## src/rtl/uaf_pkg.sv

```systemverilog
package uaf_pkg;

    typedef enum logic [2:0] {
        PAR_NONE  = 3'd0,
        PAR_ODD   = 3'd1,
        PAR_EVEN  = 3'd2,
        PAR_MARK  = 3'd3,
        PAR_SPACE = 3'd4
    } par_mode_t;

    typedef enum logic [1:0] {
        STOP_HALF     = 2'd0,
        STOP_ONE      = 2'd1,
        STOP_ONE_HALF = 2'd2,
        STOP_TWO      = 2'd3
    } stop_len_t;

    typedef enum logic [2:0] {
        EV_START     = 3'd0,
        EV_DATA      = 3'd1,
        EV_PARITY    = 3'd2,
        EV_STOP      = 3'd3,
        EV_BAD_START = 3'd4,
        EV_BAD_STOP  = 3'd5,
        EV_PAR_ERR   = 3'd6
    } evt_code_t;

    typedef enum logic [2:0] {
        S_IDLE,
        S_START,
        S_DATA,
        S_PARITY,
        S_STOP1,
        S_STOP2
    } dec_state_t;

    localparam int unsigned WORD_W = 9;

endpackage

```

## src/rtl/uaf_line_sync.sv

```systemverilog
module uaf_line_sync (
    input  logic clk,
    input  logic rst_n,
    input  logic line_in,
    input  logic invert,
    output logic lvl,
    output logic fall
);
    logic s1, s2, prev;

    // Inversion is applied before the flops so the reset (idle) value is always 1.
    always_ff @(posedge clk) begin
        if (!rst_n) begin
            s1   <= 1'b1;
            s2   <= 1'b1;
            prev <= 1'b1;
        end else begin
            s1   <= line_in ^ invert;
            s2   <= s1;
            prev <= s2;
        end
    end

    assign lvl  = s2;
    assign fall = prev & ~s2;
endmodule

```

## src/rtl/uaf_bit_timer.sv

```systemverilog
module uaf_bit_timer #(
    parameter int unsigned CNT_W = 17
) (
    input  logic             clk,
    input  logic             rst_n,
    input  logic             load,
    input  logic [CNT_W-1:0] load_val,
    output logic             tick
);
    logic [CNT_W-1:0] cnt;

    always_ff @(posedge clk) begin
        if (!rst_n)
            cnt <= '0;
        else if (load)
            cnt <= load_val;
        else if (cnt != '0)
            cnt <= cnt - CNT_W'(1);
    end

    assign tick = (cnt == '0);
endmodule

```

## src/rtl/uaf_parity.sv

```systemverilog
module uaf_parity
    import uaf_pkg::*;
(
    input  logic [WORD_W-1:0] word,
    input  par_mode_t         mode,
    output logic              exp_bit
);
    always_comb begin
        unique case (mode)
            PAR_ODD:   exp_bit = ~^word;
            PAR_EVEN:  exp_bit = ^word;
            PAR_MARK:  exp_bit = 1'b1;
            PAR_SPACE: exp_bit = 1'b0;
            default:   exp_bit = 1'b0;
        endcase
    end
endmodule

```

## src/rtl/uart_frame_annotator.sv

```systemverilog
module uart_frame_annotator
    import uaf_pkg::*;
#(
    parameter int unsigned CPB_W = 16
) (
    input  logic             clk,
    input  logic             rst_n,
    input  logic             line_in,
    input  logic [CPB_W-1:0] cfg_clks_per_bit,
    input  logic [3:0]       cfg_data_bits,
    input  logic [2:0]       cfg_parity,
    input  logic [1:0]       cfg_stop,
    input  logic             cfg_msb_first,
    input  logic             cfg_line_inv,
    input  logic             cfg_data_inv,
    input  logic             dir_in,
    output logic             evt_valid,
    output logic [2:0]       evt_code,
    output logic [8:0]       evt_data,
    output logic             evt_dir,
    output logic             evt_par_exp,
    output logic             evt_par_act
);
    localparam int unsigned CNT_W = CPB_W + 1;

    dec_state_t st, st_nx;
    logic lvl, fall, tick, ld;
    logic [CNT_W-1:0] ld_val, cpb_e, quarter, half_m1, full_m1, stop_m1;
    logic [3:0] nb, idx, pos;
    logic [WORD_W-1:0] word, word_nx;
    logic dbit, exp_bit, err_pend, last_bit, has_par, two_stop;
    par_mode_t pmode;
    stop_len_t slen;

    uaf_line_sync u_sync (
        .clk(clk), .rst_n(rst_n), .line_in(line_in),
        .invert(cfg_line_inv), .lvl(lvl), .fall(fall)
    );

    uaf_bit_timer #(.CNT_W(CNT_W)) u_timer (
        .clk(clk), .rst_n(rst_n), .load(ld), .load_val(ld_val), .tick(tick)
    );

    uaf_parity u_par (.word(word), .mode(pmode), .exp_bit(exp_bit));

    // Configuration decode
    assign pmode    = par_mode_t'(cfg_parity);
    assign slen     = stop_len_t'(cfg_stop);
    assign has_par  = (pmode != PAR_NONE);
    assign two_stop = (slen == STOP_TWO);
    assign nb       = (cfg_data_bits < 4'd5) ? 4'd5 :
                      (cfg_data_bits > 4'd9) ? 4'd9 : cfg_data_bits;
    assign cpb_e    = CNT_W'(cfg_clks_per_bit);
    assign quarter  = cpb_e >> 2;
    assign half_m1  = (cpb_e >> 1) - CNT_W'(1);
    assign full_m1  = cpb_e - CNT_W'(1);

    always_comb begin
        unique case (slen)
            STOP_HALF:     stop_m1 = cpb_e - quarter - CNT_W'(1);
            STOP_ONE_HALF: stop_m1 = cpb_e + quarter - CNT_W'(1);
            default:       stop_m1 = full_m1;
        endcase
    end

    // Data assembly
    assign dbit     = lvl ^ cfg_data_inv;
    assign last_bit = (idx == nb - 4'd1);
    assign pos      = cfg_msb_first ? (nb - 4'd1 - idx) : idx;

    always_comb begin
        word_nx      = word;
        word_nx[pos] = dbit;
    end

    // Next-state and timer control
    always_comb begin
        st_nx  = st;
        ld     = 1'b0;
        ld_val = full_m1;
        unique case (st)
            S_IDLE: begin
                if (fall) begin
                    st_nx  = S_START;
                    ld     = 1'b1;
                    ld_val = half_m1;
                end
            end
            S_START: begin
                if (tick) begin
                    ld    = 1'b1;
                    st_nx = lvl ? S_IDLE : S_DATA;
                end
            end
            S_DATA: begin
                if (tick) begin
                    ld = 1'b1;
                    if (last_bit) begin
                        if (has_par) begin
                            st_nx = S_PARITY;
                        end else begin
                            st_nx  = S_STOP1;
                            ld_val = stop_m1;
                        end
                    end
                end
            end
            S_PARITY: begin
                if (tick) begin
                    st_nx  = S_STOP1;
                    ld     = 1'b1;
                    ld_val = stop_m1;
                end
            end
            S_STOP1: begin
                if (tick) begin
                    ld    = 1'b1;
                    st_nx = (lvl && two_stop) ? S_STOP2 : S_IDLE;
                end
            end
            S_STOP2: begin
                if (tick) st_nx = S_IDLE;
            end
            default: st_nx = S_IDLE;
        endcase
    end

    // State register
    always_ff @(posedge clk) begin
        if (!rst_n) st <= S_IDLE;
        else        st <= st_nx;
    end

    // Datapath registers
    always_ff @(posedge clk) begin
        if (!rst_n) begin
            idx      <= '0;
            word     <= '0;
            err_pend <= 1'b0;
        end else begin
            err_pend <= (st == S_PARITY) && tick && (exp_bit != dbit);
            if (st == S_START && tick) begin
                idx  <= '0;
                word <= '0;
            end else if (st == S_DATA && tick) begin
                idx  <= idx + 4'd1;
                word <= word_nx;
            end
        end
    end

    // Output register
    always_ff @(posedge clk) begin
        if (!rst_n) begin
            evt_valid   <= 1'b0;
            evt_code    <= EV_START;
            evt_data    <= '0;
            evt_dir     <= 1'b0;
            evt_par_exp <= 1'b0;
            evt_par_act <= 1'b0;
        end else begin
            evt_valid <= 1'b0;
            evt_dir   <= dir_in;
            if (err_pend) begin
                evt_valid <= 1'b1;
                evt_code  <= EV_PAR_ERR;
                evt_data  <= '0;
            end else if (tick) begin
                unique case (st)
                    S_START: begin
                        evt_valid <= 1'b1;
                        evt_code  <= lvl ? EV_BAD_START : EV_START;
                        evt_data  <= {8'd0, lvl};
                    end
                    S_DATA: begin
                        if (last_bit) begin
                            evt_valid <= 1'b1;
                            evt_code  <= EV_DATA;
                            evt_data  <= word_nx;
                        end
                    end
                    S_PARITY: begin
                        evt_valid   <= 1'b1;
                        evt_code    <= EV_PARITY;
                        evt_data    <= {8'd0, dbit};
                        evt_par_exp <= exp_bit;
                        evt_par_act <= dbit;
                    end
                    S_STOP1, S_STOP2: begin
                        evt_valid <= 1'b1;
                        evt_code  <= lvl ? EV_STOP : EV_BAD_STOP;
                        evt_data  <= {8'd0, lvl};
                    end
                    default: ;
                endcase
            end
        end
    end


    idle_hold_chk: assert property (@(posedge clk) disable iff (!rst_n)
        (st == S_IDLE && !fall) |=> (st == S_IDLE));


    start_value_chk: assert property (@(posedge clk) disable iff (!rst_n)
        (evt_valid && evt_code == EV_START) |-> (evt_data == 9'd0));


    bad_start_chk: assert property (@(posedge clk) disable iff (!rst_n)
        (evt_valid && evt_code == EV_BAD_START) |-> (evt_data == 9'd1 && st == S_IDLE));


    data_width_chk: assert property (@(posedge clk) disable iff (!rst_n)
        (evt_valid && evt_code == EV_DATA) |-> ((evt_data >> nb) == 9'd0));


    par_err_order_chk: assert property (@(posedge clk) disable iff (!rst_n)
        (evt_valid && evt_code == EV_PAR_ERR) |->
        $past(evt_valid && evt_code == EV_PARITY));


    par_err_mismatch_chk: assert property (@(posedge clk) disable iff (!rst_n)
        (evt_valid && evt_code == EV_PAR_ERR) |-> (evt_par_exp != evt_par_act));


    bad_stop_idle_chk: assert property (@(posedge clk) disable iff (!rst_n)
        (evt_valid && evt_code == EV_BAD_STOP) |-> (st == S_IDLE));


    dir_copy_chk: assert property (@(posedge clk) disable iff (!rst_n)
        evt_valid |-> (evt_dir == $past(dir_in)));


    code_legal_chk: assert property (@(posedge clk) disable iff (!rst_n)
        evt_valid |-> (evt_code != 3'd7));

endmodule

```

## config.mk

```make
export PLATFORM = sky130hd
export DESIGN_NAME = uart_frame_annotator
export DESIGN_NICKNAME = d
export VERILOG_FILES = /design/src/rtl/uaf_pkg.sv /design/src/rtl/uaf_line_sync.sv /design/src/rtl/uaf_bit_timer.sv /design/src/rtl/uaf_parity.sv /design/src/rtl/uart_frame_annotator.sv
export SDC_FILE = /design/constraint.sdc
export NUM_CORES = 1
export LEC_CHECK = 0
export BUFFER_PORTS_ARGS = -buffer_cell sky130_fd_sc_hd__clkbuf_2
export CELL_PAD_IN_SITES_DETAIL_PLACEMENT = 1
export CELL_PAD_IN_SITES_GLOBAL_PLACEMENT = 2
export CORE_MARGIN = 2
export CORE_UTILIZATION = 30
export CTS_CLUSTER_DIAMETER = 50
export DETAILED_ROUTE_END_ITERATION = 10
export GPL_TIMING_DRIVEN = 0
export PLACE_DENSITY = 0.76
export SETUP_SLACK_MARGIN = 0.5
export SYNTH_ARGS = -nofsm -noshare
export SYNTH_HDL_FRONTEND = slang
export SYNTH_HIERARCHICAL = 1
export SYNTH_SLANG_ARGS = --single-unit
```

## constraint.sdc

```tcl
create_clock -name clk -period 10.5 [get_ports clk]
set_input_delay 2.1 -clock clk [delete_from_list [all_inputs] [get_ports clk]]
set_output_delay 2.1 -clock clk [all_outputs]
set_load 0.02 [all_outputs]
```

* Word level (Yosys, flattened, before mapping)
Index checks and enable logic that the tools add are counted.
** Storage, ports and cells
- Register bits after elaboration :: 53
- Input port bits :: 32
- Output and inout bits :: 16
- Logic and storage cells :: 126
** Operators by class
- Add/subtract/negate cells :: 10
- Order comparisons :: 4
- Equal/unequal tests :: 20
- Multiplexer cells :: 42
- Bitwise operators :: 6
- Reductions and logical operators :: 29
** Operators by type and width (number)
- $mux 17 :: 7
- $pmux 17 s3 :: 1
- $sub 17x1->17 const B :: 3
- $mux 3 :: 14
- $pmux 17 s2 :: 1
- $pmux 9 s3 :: 1
- $pmux 3 s6 :: 1
- $add 16x14->17 :: 1
- $logic_not 17->1 :: 1
- $reduce_bool 17->1 :: 1
- $sub 16x1->17 const B :: 1
- $sub 16x14->17 :: 1
- $sub 15x1->16 const B :: 1
- $ne 2x2->1 const B :: 7
- $eq 3x2->1 const B :: 4
- $mux 4 :: 3
- $pmux 3 s4 :: 1
- $reduce_and 3->1 :: 4
- $bwmux 9 :: 1
- $mux 9 :: 1
- $reduce_xnor 9->1 :: 1
- $reduce_xor 9->1 :: 1
- $reduce_or 4->1 :: 2
- $reduce_and 7->1 :: 1
- 30 further kinds :: 51

* Depth between registers and ports, before layout
- Word-level depth :: 13
- Mapped depth :: 17
- Depth with buffers taken out :: 17

* Hierarchy
The synthesis kept the hierarchy.
** By module, submodules not included
- uart_frame_annotator :: times used 1, cells each 686, area an instance 4976.0 µm², sequential area each 660.6 µm²
- uaf_bit_timer :: times used 1, cells each 111, area an instance 919.6 µm², sequential area each 340.3 µm²
- uaf_parity :: times used 1, cells each 15, area an instance 150.1 µm², sequential area each 0.0 µm²
- uaf_line_sync :: times used 1, cells each 8, area an instance 91.3 µm², sequential area each 60.1 µm²

* Worst setup path before layout
No wires, ideal clock.
- Path type :: input port to flip-flop
- Start point :: input cfg_clks_per_bit[2]
- End point :: register u_timer.cnt[13]
- Setup time :: 0.119 ns
- Data arrival time :: 4.582 ns
- Required time :: 10.381 ns
- Path slack :: 5.800 ns
- Stages on the path :: 16
- Path buffers :: 1
- Cells stage by stage :: inv_1 -> ha_1 -> buf_4 -> xor2_1 -> ha_1 -> o21bai_1 -> o211ai_1 -> a211oi_1 -> o22ai_2 -> o211ai_1 -> o22ai_1 -> mux2i_1 -> a211o_1 -> a21oi_1 -> a31o_2 -> a21oi_1
** Between the ends
- Word-level cells in the longest chain between the ends :: 8
- Elaborated cells between the ends (all ways) :: 14
- Classes of those cells :: add/sub (6); mux (8)
** Ends and longest elaborated chain
- from (decl) :: line uart_frame_annotator.sv:9 : input logic [CPB_W-1:0] cfg_clks_per_bit,
- $add 16x14->17 / $sub 16x14->17 (equally long branches) :: line uart_frame_annotator.sv:61, uart_frame_annotator.sv:60
- $sub 17x1->17, on equally long branches :: line uart_frame_annotator.sv:61, uart_frame_annotator.sv:60
- $pmux 17 s2 :: line uart_frame_annotator.sv:59 : unique case (slen)
- $mux 17 :: line uart_frame_annotator.sv:99 : if (has_par) begin
- $mux 17 :: line uart_frame_annotator.sv:98 : if (last_bit) begin
- $mux 17 :: line uart_frame_annotator.sv:96 : if (tick) begin
- $pmux 17 s3 * :: line uart_frame_annotator.sv:81 : unique case (st)
- named net ld_val[13] :: line uart_frame_annotator.sv:28 : logic [CNT_W-1:0] ld_val, cpb_e, quarter, half_m1, full_m1, stop_m1;
- $mux 17 * :: line uaf_bit_timer.sv:15 : else if (load)
- to (signal assigned) :: line uaf_bit_timer.sv:16 : cnt <= load_val;
- to (signal assigned) :: line uaf_bit_timer.sv:18 : cnt <= cnt - CNT_W'(1);
- to (decl) :: line uaf_bit_timer.sv:10 : logic [CNT_W-1:0] cnt;
The timed path passes the listed nets; every way through them passes the cells marked *.
A chain may end at the register's enable or synchronous reset.

* Worst setup path after layout
- Start point :: input cfg_data_bits[3]
- End point :: register u_timer.cnt[13]
** Between the ends
- Word-level cells in the longest chain between the ends :: 9
- Elaborated cells between the ends (all ways) :: 10
- Classes of those cells :: add/sub (1); order compare (2); eq/ne (1); mux (6)
** Ends and longest elaborated chain
- from (decl) :: line uart_frame_annotator.sv:10 : input logic [3:0] cfg_data_bits,
- $gt 4x4->1 :: line uart_frame_annotator.sv:52 : (cfg_data_bits > 4'd9) ? 4'd9 : cfg_data_bits;
- $mux 4 :: line uart_frame_annotator.sv:52
- $mux 4 * :: line uart_frame_annotator.sv:51 : assign nb = (cfg_data_bits < 4'd5) ? 4'd5 :
- $sub 4x1->4 * :: line uart_frame_annotator.sv:68 : assign last_bit = (idx == nb - 4'd1);
- $eq 4x4->1 * :: line uart_frame_annotator.sv:68
- $mux 17 * :: line uart_frame_annotator.sv:98
- $mux 17 * :: line uart_frame_annotator.sv:96
- $pmux 17 s3 * :: line uart_frame_annotator.sv:81
- named net ld_val[13] :: line uart_frame_annotator.sv:28
- $mux 17 * :: line uaf_bit_timer.sv:15
Marked as above.

==> impl_metrics.csv <==
group,metric,value,unit
worst_setup_path,combined_buffer_and_inverter_count_along_the_critical_path,2,
pwr,peak_supply_drop,0.0710,mV
logic_synthesis,synth.largest_area_cell,"sky130_fd_sc_hd__dfxtp_1",
cts,cts_buffers,5,
routing,detail_route.iter0.violations,251,
layout,layoutNonFillerInstCount,1143,
pwr,switching_power,0.445,mW
timing,setup_violations,0,
global_route,grt_first_pass_wirelength,33.1,mm
layout,number_of_nets_in_the_layout,961,
worst_setup_path,critical_path_peak_fanout,10,
layout,most-common-layout-cells,"sky130_fd_sc_hd__nor2_1 (88), sky130_fd_sc_hd__nand2_1 (78), sky130_fd_sc_hd__xnor2_1 (62), sky130_fd_sc_hd__inv_1 (62), sky130_fd_sc_hd__ha_1 (55)",
logic_synthesis,async_flop_share,0,%
routing,drt.antenna.violating_nets,0,
cts,worstSkewPairLatency,290,ps
timing,timing.final.crit_period,5290,ps
worst_setup_path,critPathMaxStageDelay,540,ps
worst_hold_path,worst_hold_path_type,"reg2reg",
pwr,swShare,45.2,%
placement,detailed_place_hpwl,16.1,mm
placement,post-place-ws,4860,ps
worst_setup_path,crit_type,"in2reg",
global_route,grt_pass1_vias,6189,
logic_synthesis,ys_types,85,
timing,final_critical_path_setup_slack,5210,ps
worst_setup_path,critical_path.top_delay_family,"simple AND/OR/NAND/NOR gates",
timing,setup-tns-final,0,ps
worst_setup_path,timing.critical_path.to_type,"flop",
pwr,report.power.total,0.984,mW
global_route,maximum_number_of_pins_on_one_net_before_global_route_repair,18,
status,outcome,"finished clean",
floorplan,x_dimension_of_the_die,147,um
worst_setup_path,regToRegStartpoint,"u_timer/cnt[0]$_SDFFE_PN0P_",
worst_setup_path,critical_path_cell_list,"clkbuf_2 -> nand3b_1 -> a21o_1 -> inv_1 -> ha_1 -> xnor2_1 -> ha_1 -> nand3_1 -> nor2_4 -> a41oi_2 -> nor3_4 -> nand3_1 -> mux2i_1 -> a211o_1 -> nand2_1 -> a31o_2 -> a21oi_1",
routing,detail_route.vias_per_cell,5.26,
worst_hold_path,endpoint_of_the_worst_hold_timing_path,"u_sync/lvl$_SDFF_PN1_",
floorplan,floorplan.core_area,20200,um2
worst_setup_path,worst_setup_path_start_kind,"primary input",
timing,setup_repair_after_global_routing_missed_its_margin,"no",
logic_synthesis,postSynthCellCount,820,
timing,hold_viol,0,
logic_synthesis,synthTopCellsByArea,"sky130_fd_sc_hd__dfxtp_1 (17%), sky130_fd_sc_hd__ha_1 (11%), sky130_fd_sc_hd__xnor2_1 (8.8%)",
routing,firstDrtPassIters,4,
timing,clk_skew,10.9,ps
floorplan,initial_core_util,30.4,%
layout,leading_cell_type_in_the_layout_fill_and_taps_excluded,"sky130_fd_sc_hd__nor2_1",
routing,totalWireLength,20.0,mm
placement,placed_area,6700,um2
pwr,internal-power,0.539,mW
routing,wl_per_cell,17.5,um
floorplan,placement_rows,52,
pwr,total_leakage_power,2.68,nW
logic_synthesis,synth_seq_area_share,17.3,%
layout,insertedDiodeCount,0,
logic_synthesis,number_of_warning_messages_in_the_yosys_log,6,
cts,clk_pin_slew,70,ps
timing,slew_violations,0,
worst_setup_path,critical_path.reg2reg.endpoint,"u_timer/cnt[13]$_SDFFE_PN0P_",
timing,final.period_utilization,50.4,%
layout,final_area,6850,um2
timing,max_frequency,189,MHz
worst_setup_path,r2r_setup_slack,5990,ps
floorplan,num_io_pins,48,
worst_setup_path,cp_data_arrival_time,5520,ps
logic_synthesis,postSynthNetCount,909,
global_route,grt_antenna_before_repair,0,
floorplan,die_y_extent,147,um
cts,cts_tree,"yes",
logic_synthesis,synthesis.area_per_instance,7.48,um2
logic_synthesis,synth.top_cell.area_share,17.3,%
timing,relSlewSlack,41.3,%
worst_setup_path,critPathRequiredTime,10720,ps
cts,cts-root-buf,"sky130_fd_sc_hd__clkbuf_16",
logic_synthesis,synth-main-ff-cell,"sky130_fd_sc_hd__dfxtp_1",
floorplan,die_area,21600,um2
placement,globalplace.congestion,0.814,
cts,post_cts.resized_instances,0,
worst_hold_path,whs_path_depth,1,
pwr,power.clock.fraction,16.9,%
pwr,seq_power_share,26.1,%
timing,tightest_slew,874,ps
logic_synthesis,synth_area,6140,um2
routing,drc_viols,0,
cts,cts_sinks,53,
worst_setup_path,reg2reg_depth,16,
flow_run,timing.max_cap.violations,0,
worst_setup_path,crit_slowest_cell,"sky130_fd_sc_hd__nor3_4",
routing,routed-via-count,6016,
cts,post-cts-setup-buffers,0,
cts,htree_num_levels,2,
pwr,power_per_cell_area,144,nW/um2
global_route,grt_usage,18.7,%
global_route,grt.overflow.total,0,
cts,cts.path.max_buffers,2,
layout,area_delta_synth_final,11.6,%
placement,portBuffers,45,
pwr,share_comb_of_total_power,57.0,%
logic_synthesis,synthesized_flop_and_latch_total,53,
worst_hold_path,worst_hold_startpoint,"u_sync/s1$_SDFF_PN1_",
placement,dpl.cell_count,1135,
logic_synthesis,synth_edf_count,0,
cts,ctsHoldBuffers,0,
layout,post_route_cells_drive_above_1_share,9.97,%
## layout make-up
type                       instances  area, um2
inverter                          64        240
sequential                        53       1060
tap                              270        338
timing repair buffer              45        225
clock inverter                     3       21.3
clock buffer                       5        125
multi-input combinational        678       4730
fill                            2553      13300
buffer                            25        105
## worst max-delay path by stage
stage	startpoint	endpoint	slack, ps	cells after the start
floorplan	cfg_clks_per_bit[2]	u_timer/cnt[13]$_SDFFE_PN0P_	5800	16
detailed placement	cfg_data_bits[3]	u_timer/cnt[13]$_SDFFE_PN0P_	4860	17
global route	cfg_data_bits[3]	u_timer/cnt[13]$_SDFFE_PN0P_	4840	17
CTS	cfg_data_bits[3]	u_timer/cnt[13]$_SDFFE_PN0P_	5170	17
finish	cfg_data_bits[3]	u_timer/cnt[13]$_SDFFE_PN0P_	5210	17
global placement	cfg_clks_per_bit[3]	u_timer/cnt[13]$_SDFFE_PN0P_	4960	17
## sequential cells by signal, summed over array words and instances (netlist names)
name	count
evt_valid	1
evt_par_act	1
idx	4
evt_par_exp	1
evt_code	3
err_pend	1
u_sync/prev	1
u_timer/cnt	17
evt_dir	1
u_sync/s1	1
st	3
word	9
evt_data	9
u_sync/lvl	1
## through the flow
step / utilization, % / hold WS, ps
detailed placement: 33.2 / 407
finish: 33.9 / 412
floorplan: - / 386
global placement: 33.2 / 392
global route: 33.9 / 434
CTS: 33.9 / 416
## layer usage
| metal | share of wire (%) | track usage [%] |
|---|---|---|
| met1 | 49 | 25.8 |
| met2 | 48 | 32.8 |
| met3 | 2.2 | 1.30 |
| met4 | 0.26 | 2.40 |
| met5 | 0 | 0 |
## power groups by stage
stage | Clock [mW] | Sequential [mW] | Combinational [mW]
finish | 0.166 | 0.257 | 0.561
detailed placement | 0 | 0.261 | 0.557
floorplan | 0 | 0.255 | 0.415
CTS | 0.175 | 0.257 | 0.562
global route | 0.179 | 0.261 | 0.629
global placement | 0 | 0.260 | 0.556
## cells in the mapped netlist, types with 4 or more instances
cell type and number:
sky130_fd_sc_hd__a211oi_1 8, sky130_fd_sc_hd__xor2_1 15, sky130_fd_sc_hd__clkbuf_1 19, sky130_fd_sc_hd__nand2b_1 11, sky130_fd_sc_hd__nand4_1 5, sky130_fd_sc_hd__o22ai_1 11
sky130_fd_sc_hd__a21o_1 8, sky130_fd_sc_hd__nor3_1 31, sky130_fd_sc_hd__nand3_1 21, sky130_fd_sc_hd__nor2_1 88, sky130_fd_sc_hd__nor2b_1 9, sky130_fd_sc_hd__a221oi_1 4
sky130_fd_sc_hd__inv_1 62, sky130_fd_sc_hd__or3_1 4, sky130_fd_sc_hd__o2bb2ai_1 11, sky130_fd_sc_hd__or2_2 6, sky130_fd_sc_hd__a21oi_1 50, sky130_fd_sc_hd__o21ai_0 37
sky130_fd_sc_hd__o31ai_1 6, sky130_fd_sc_hd__mux2i_1 24, sky130_fd_sc_hd__xnor2_1 62, sky130_fd_sc_hd__a31oi_1 8, sky130_fd_sc_hd__ha_1 55, sky130_fd_sc_hd__dfxtp_1 53
sky130_fd_sc_hd__o21bai_1 5, sky130_fd_sc_hd__and3_1 6, sky130_fd_sc_hd__nand2_1 78, sky130_fd_sc_hd__o21ai_1 5, sky130_fd_sc_hd__o211ai_1 10, sky130_fd_sc_hd__nor4_1 15
sky130_fd_sc_hd__and2_1 6
## cells by family (layout without fill, tap and decap cells)
logic type	Yosys count	after routing	share of synthesized area, %
compound gates	211	211	23.9
xor+xnor	81	81	12.4
fa+ha+maj	57	57	11.9
buf+inv	89	142	5.63
flops	53	53	17.3
mux	27	27	4.46
simple gates	302	302	24.4
(Power assumes the default switching activity.)
